[src/rtl/jtg_pkg.sv]
package jtg_pkg;

    typedef enum logic [2:0] {
        JK_SHORT    = 3'd0,
        JK_NEAR     = 3'd1,
        JK_FAR      = 3'd2,
        JK_REG      = 3'd3,
        JK_MEM_NEAR = 3'd4,
        JK_MEM_FAR  = 3'd5,
        JK_RSV6     = 3'd6,
        JK_RSV7     = 3'd7
    } jump_kind_e;

    typedef enum logic {
        ST_IDLE  = 1'b0,
        ST_ISSUE = 1'b1
    } issue_state_e;

    localparam int unsigned SHORT_LEN = 2;

    function automatic logic kind_is_legal(input jump_kind_e k);
        return (k != JK_RSV6) && (k != JK_RSV7);
    endfunction

    function automatic logic kind_is_relative(input jump_kind_e k);
        return (k == JK_SHORT) || (k == JK_NEAR);
    endfunction

endpackage

[src/rtl/jtg_rel_unit.sv]
module jtg_rel_unit
    import jtg_pkg::*;
#(
    parameter int OFS_W = 16
) (
    input  logic             is_short,
    input  logic [OFS_W-1:0] cur_ip,
    input  logic [OFS_W-1:0] disp_field,
    output logic [OFS_W-1:0] rel_ip
);
    localparam int DISP_BYTES = OFS_W / 8;
    localparam int NEAR_LEN   = 1 + DISP_BYTES;

    logic [OFS_W-1:0] disp_ext;
    logic [OFS_W-1:0] next_ip;

    always_comb begin
        if (is_short) begin
            disp_ext = {{(OFS_W-8){disp_field[7]}}, disp_field[7:0]};
            next_ip  = cur_ip + OFS_W'(SHORT_LEN);
        end else begin
            disp_ext = disp_field;
            next_ip  = cur_ip + OFS_W'(NEAR_LEN);
        end
        rel_ip = next_ip + disp_ext;
    end

endmodule

[src/rtl/jtg_abs_unit.sv]
module jtg_abs_unit
    import jtg_pkg::*;
#(
    parameter int OFS_W = 16,
    parameter int SEG_W = 16
) (
    input  jump_kind_e             kind,
    input  logic [SEG_W-1:0]       cur_cs,
    input  logic [OFS_W+SEG_W-1:0] imm_bytes,
    input  logic [OFS_W+SEG_W-1:0] operand,
    output logic [OFS_W-1:0]       abs_ip,
    output logic [SEG_W-1:0]       abs_cs,
    output logic                   abs_far
);

    always_comb begin
        abs_ip  = '0;
        abs_cs  = cur_cs;
        abs_far = 1'b0;
        unique case (kind)
            JK_FAR: begin
                abs_ip  = imm_bytes[OFS_W-1:0];
                abs_cs  = imm_bytes[OFS_W +: SEG_W];
                abs_far = 1'b1;
            end
            JK_REG, JK_MEM_NEAR: begin
                abs_ip = operand[OFS_W-1:0];
            end
            JK_MEM_FAR: begin
                abs_ip  = operand[OFS_W-1:0];
                abs_cs  = operand[OFS_W +: SEG_W];
                abs_far = 1'b1;
            end
            default: begin
                abs_ip  = '0;
                abs_cs  = cur_cs;
                abs_far = 1'b0;
            end
        endcase
    end

endmodule

[src/rtl/jtg_issue_fsm.sv]
module jtg_issue_fsm
    import jtg_pkg::*;
#(
    parameter int OFS_W = 16,
    parameter int SEG_W = 16
) (
    input  logic             clk,
    input  logic             rst_n,
    input  logic             accept,
    input  logic [OFS_W-1:0] tgt_ip,
    input  logic [SEG_W-1:0] tgt_cs,
    input  logic             tgt_far,
    output logic             out_valid,
    output logic [OFS_W-1:0] new_ip,
    output logic [SEG_W-1:0] new_cs,
    output logic             cs_changed
);
    issue_state_e state_q, state_d;

    always_comb begin
        state_d = state_q;
        unique case (state_q)
            ST_IDLE:  state_d = accept ? ST_ISSUE : ST_IDLE;
            ST_ISSUE: state_d = accept ? ST_ISSUE : ST_IDLE;
            default:  state_d = ST_IDLE;
        endcase
    end

    always_ff @(posedge clk or negedge rst_n) begin
        if (!rst_n) state_q <= ST_IDLE;
        else        state_q <= state_d;
    end

    always_ff @(posedge clk or negedge rst_n) begin
        if (!rst_n) begin
            new_ip     <= '0;
            new_cs     <= '0;
            cs_changed <= 1'b0;
        end else if (accept) begin
            new_ip     <= tgt_ip;
            new_cs     <= tgt_cs;
            cs_changed <= tgt_far;
        end
    end

    assign out_valid = (state_q == ST_ISSUE);

endmodule

[src/rtl/jump_target_gen.sv]
module jump_target_gen
    import jtg_pkg::*;
#(
    parameter int OFS_W = 16,
    parameter int SEG_W = 16
) (
    input  logic                   clk,
    input  logic                   rst_n,
    input  logic                   in_valid,
    input  logic [2:0]             kind,
    input  logic [SEG_W-1:0]       cur_cs,
    input  logic [OFS_W-1:0]       cur_ip,
    input  logic [OFS_W+SEG_W-1:0] imm_bytes,
    input  logic [OFS_W+SEG_W-1:0] operand,
    output logic                   out_valid,
    output logic [SEG_W-1:0]       new_cs,
    output logic [OFS_W-1:0]       new_ip,
    output logic                   cs_changed
);
    jump_kind_e       kind_e;
    logic             accept;
    logic [OFS_W-1:0] rel_ip, abs_ip, tgt_ip;
    logic [SEG_W-1:0] abs_cs, tgt_cs;
    logic             abs_far, tgt_far;

    assign kind_e = jump_kind_e'(kind);
    assign accept = in_valid && kind_is_legal(kind_e);

    jtg_rel_unit #(.OFS_W(OFS_W)) u_rel (
        .is_short   (kind_e == JK_SHORT),
        .cur_ip     (cur_ip),
        .disp_field (imm_bytes[OFS_W-1:0]),
        .rel_ip     (rel_ip)
    );

    jtg_abs_unit #(.OFS_W(OFS_W), .SEG_W(SEG_W)) u_abs (
        .kind      (kind_e),
        .cur_cs    (cur_cs),
        .imm_bytes (imm_bytes),
        .operand   (operand),
        .abs_ip    (abs_ip),
        .abs_cs    (abs_cs),
        .abs_far   (abs_far)
    );

    always_comb begin
        if (kind_is_relative(kind_e)) begin
            tgt_ip  = rel_ip;
            tgt_cs  = cur_cs;
            tgt_far = 1'b0;
        end else begin
            tgt_ip  = abs_ip;
            tgt_cs  = abs_cs;
            tgt_far = abs_far;
        end
    end

    jtg_issue_fsm #(.OFS_W(OFS_W), .SEG_W(SEG_W)) u_fsm (
        .clk        (clk),
        .rst_n      (rst_n),
        .accept     (accept),
        .tgt_ip     (tgt_ip),
        .tgt_cs     (tgt_cs),
        .tgt_far    (tgt_far),
        .out_valid  (out_valid),
        .new_ip     (new_ip),
        .new_cs     (new_cs),
        .cs_changed (cs_changed)
    );

endmodule

[config.mk]
export PLATFORM = sky130hd
export DESIGN_NAME = jump_target_gen
export DESIGN_NICKNAME = d
export VERILOG_FILES = /design/src/rtl/jtg_pkg.sv /design/src/rtl/jtg_rel_unit.sv /design/src/rtl/jtg_abs_unit.sv /design/src/rtl/jtg_issue_fsm.sv /design/src/rtl/jump_target_gen.sv
export SDC_FILE = /design/constraint.sdc
export NUM_CORES = 1
export LEC_CHECK = 0
export BUFFER_PORTS_ARGS = -buffer_cell sky130_fd_sc_hd__buf_2
export CELL_PAD_IN_SITES_DETAIL_PLACEMENT = 0
export CELL_PAD_IN_SITES_GLOBAL_PLACEMENT = 1
export CORE_ASPECT_RATIO = 0.6
export CORE_MARGIN = 2
export CORE_UTILIZATION = 35
export DETAILED_ROUTE_END_ITERATION = 10
export PLACE_DENSITY_LB_ADDON = 0.1
export SYNTH_ARGS = -nofsm -noshare
export SYNTH_HDL_FRONTEND = slang
export SYNTH_SLANG_ARGS = --single-unit
[constraint.sdc]
create_clock -name clk -period 1.3 [get_ports clk]
set_input_delay 0.065 -clock clk [delete_from_list [all_inputs] [get_ports clk]]
set_output_delay 0.065 -clock clk [all_outputs]
set_load 0.005 [all_outputs]
==> out/qor.txt <==
Clock Pin Slew Worst Setup and Hold Paths: 0.06 ns
#FFs+latches synth: 34
Status: finished with violations
Synth top area cells: dfrtp_1, ha_1, nand2_1
Worst Setup Slack post-DPL: -1.760 ns
Sequential share of the synthesized area: 26.58%
# diodes: 0
Cells after Synth: 394
Drt via density: 5.372
Sw Ratio: 33.56%
Crit end category: flip-flop
Share of cells above drive strength 1: 51.97%
DR pass1 iterations: 6
Met2 Use GR: 35.72%
H-tree Lvls: 2
Max rail drop VDD: 0.4895 mV
Final worst setup slack: -1.303 ns
F_max: 384.1 MHz
Worst Hold Class: primary input to flip-flop
CP startpoint: kind[2]
Req. time, crit path: 1.46 ns
Reg2Reg Setup Slack: 0.26 ns
# port buffers: 135
Worst slew margin: 63.39%
Grt total ovfl: 0
Final-report max-slew violation count: 0
Clock sink total: 34
Worst EP arrival: 2.77 ns
Final WL: 12920 um
Synth cell types: 56
WL per Instance: 17.34 um
Gr busiest metal: met1
Clock latency on the worst-skew pair: 0.28 ns
Int Pwr: 3.155 mW
WHS: 0.02157 ns
RSZ-0062 raised after global routing: yes
Die X: 127.5 um
Synthesized area: 3201 um2
Reg2reg path depth: 3
Post-Syn Nets: 516
P&R area growth vs syn: 69.23%
M3 GR Usage: 4.840%
Hold Violations, Final: 0
Ys Warns: 0
Ports: 136
Detailed placement HPWL: 9607 um
Cell Chain, Critical Path: buf_6 -> or3_4 -> nand2_2 -> buf_4 -> o211a_1 -> nand2_1 -> xnor2_1 -> ha_2 -> a21oi_2 -> o21ai_2 -> o2111a_2 -> or3_1 -> a31oi_1 -> nor2_1
Gpl congestion: 0.9330
Fin crit share: 200.3%
Synth area leader: dfrtp_1
Slowest-stage cell, CP: or3_4
Sequential Power Share: 27.9%
Largest net degree at the start of global routing: 35
Total power: 4.749 mW
Synth Area per Inst: 8.123 um2
Drc violations: 0
Final setup fails: 16
EDFF count, synth: 0
Min Tclk post-route: 2.603 ns
Met1 usage: 38.91%
Yosys top cell area share: 26.58%
Initial antenna violation count: 0
CTS buffer count: 5
CTS Root Cell: clkbuf_16
Worst r2r src: u_fsm.new_ip[13]
CP endpoint: u_fsm.new_ip[11]
Net count reported at finish: 754
Die area: 9950 um2
Critical path start-end classification: primary input to flip-flop
Failing checks: negative setup slack
Fraction of power consumed by the clock network: 25.5%
Tightest Pin Transition: 0.5441 ns
Initial Util: 36.85%
First-pass GRT wire length: 19550 um
Cell Pwr Density: 876.7 nW/um2
Leak: 2.707 nW
Total GRT Usage: 24.94%
Routed Antenna Nets: 0
Asr flop ratio synth: 100.0%
CP max stage delay: 0.44 ns
Vias post-DR: 4002
Crit path launch type: primary input
Row count: 26
Comb pwr share: 46.7%
Most used DFF post-synth: dfrtp_1
Max Cap Viol: 0
CTS Buffer Depth: 2
Sw power: 1.594 mW
Worst Clk Skew: 0 ns
Reg-to-Reg End: u_fsm.new_ip[13]
Core area: 8686 um2
Iter 0 DRT Violations: 260
Max FO, Critical Path: 5
Die Y: 78.07 um
Vias in the first global route: 3723
CTS tree: built
-- registers in the layout, summed over array words and instances, names as in the netlist --
name              flops
u_fsm.new_ip         16
u_fsm.new_cs         16
u_fsm.cs_changed      1
u_fsm.out_valid       1
-- logic make-up (layout without fill, tap and decap cells) --
group | after synthesis | in the layout | share of synthesized area [%]
xor+xnor | 26 | 26 | 7.350
flops | 34 | 34 | 26.58
mux | 9 | 9 | 2.971
simple gates | 116 | 116 | 16.77
fa+ha+maj | 20 | 20 | 8.053
compound gates | 139 | 139 | 31.63
buf+inv | 50 | 289 | 6.646
-- synth_stat cells, types with 2 or more instances --
master,number
nor2_1,28
a31oi_1,3
nor3_1,6
and2_1,3
or2_2,2
inv_2,2
o21ai_0,21
a211oi_1,9
nand3_1,6
nand4_1,4
nor2b_1,11
inv_1,21
o21ai_1,3
ha_1,19
xor2_1,8
mux2i_1,5
clkbuf_1,21
or3_1,2
o21bai_1,5
o311ai_0,3
buf_6,3
nand2_1,45
xnor2_1,17
and3_1,3
a222oi_1,13
o21a_1,7
nor3b_1,3
dfrtp_1,34
mux2_2,3
o211ai_1,2
buf_2,2
o221ai_1,3
a21oi_1,26
a22o_1,14
o22ai_1,8
a21o_1,6
a221oi_1,4
-- power by group through the flow --
stage | sequential, mW | combinational (mW) | clock, mW
floorplan | 1.34 | 0.920 | 0
global placement | 1.34 | 1.79 | 0
detailed placement | 1.34 | 1.81 | 0
CTS | 1.32 | 2.00 | 1.23
global route | 1.35 | 2.41 | 1.30
finish | 1.32 | 2.22 | 1.21
-- cells in the final DEF (no fill, tap or decap), types with 4 or more instances in the layout --
cell type	n
buf_2	134
ha_1	13
a22o_1	14
mux2i_1	5
o21a_1	7
o21bai_1	5
nand3_1	4
nor2_2	5
o22ai_1	8
xnor2_1	13
a221oi_1	4
a222oi_1	13
buf_4	100
inv_1	20
nand2_2	6
nand4_1	4
nand2_1	39
dfrtp_1	34
a21oi_1	14
o21ai_1	7
nor2_1	22
buf_6	14
buf_12	5
xor2_1	7
nor3_1	5
nor2b_1	10
xnor2_2	5
clkbuf_16	6
o21ai_0	14
ha_2	4
a21o_1	6
a211oi_1	6
a21oi_2	10
-- timing repair --
item,CTS,global route
hold endpoints to repair,16,0
buffers inserted,11,18
hold buffers,2,0
gates cloned,1,2
resized for setup,38,37
pin swaps,38,52
endpoints found under the setup margin,29,30
-- cell type report --
class,instances,area [um2]
clock buffer,7,142.6
clock inverter,1,5.005
timing repair buffer,258,1772
fill,768,3269
tap,112,140.1
multi-input combinational,310,2420
inverter,23,86.33
sequential,34,850.8
-- worst max-delay path: cells and delay by family --
kind	cells	cell delay, ns
buf+inv	2	0.19
compound gates	5	0.94
xor+xnor	1	0.18
simple gates	5	1.04
fa+ha+maj	1	0.34
-- through the flow --
| step | TNS (ns) | std cells | area [um2] | util (%) |
|---|---|---|---|---|
| floorplan | -16.38 | 394 | 3269 | - |
| global placement | -29.08 | 706 | 4669 | 53.76 |
| detailed placement | -30.65 | 706 | 4669 | 53.76 |
| CTS | -14.33 | 728 | 5110 | 58.83 |
| global route | -17.02 | 745 | 5416 | 62.36 |
| finish | -15.49 | 745 | 5416 | 62.36 |
-- routing by layer --
layer,vias up,share of wire [%]
met4,0,0.32
met2,140,43
li1,1945,-
met5,-,0
met1,1913,50
met3,4,6.4
-- how the worst min path moves through the flow --
stage               slack (ns)        from  cells past startpoint          endpoint
floorplan                -0.23       rst_n                      0  u_fsm.cs_changed
global placement          0.02       rst_n                      1   u_fsm.out_valid
detailed placement        0.03       rst_n                      1   u_fsm.out_valid
CTS                       0.02  cur_cs[12]                      3  u_fsm.new_cs[12]
global route              0.02   cur_cs[4]                      3   u_fsm.new_cs[4]
finish                    0.02   cur_cs[4]                      3   u_fsm.new_cs[4]
(Power assumes the default switching activity.)
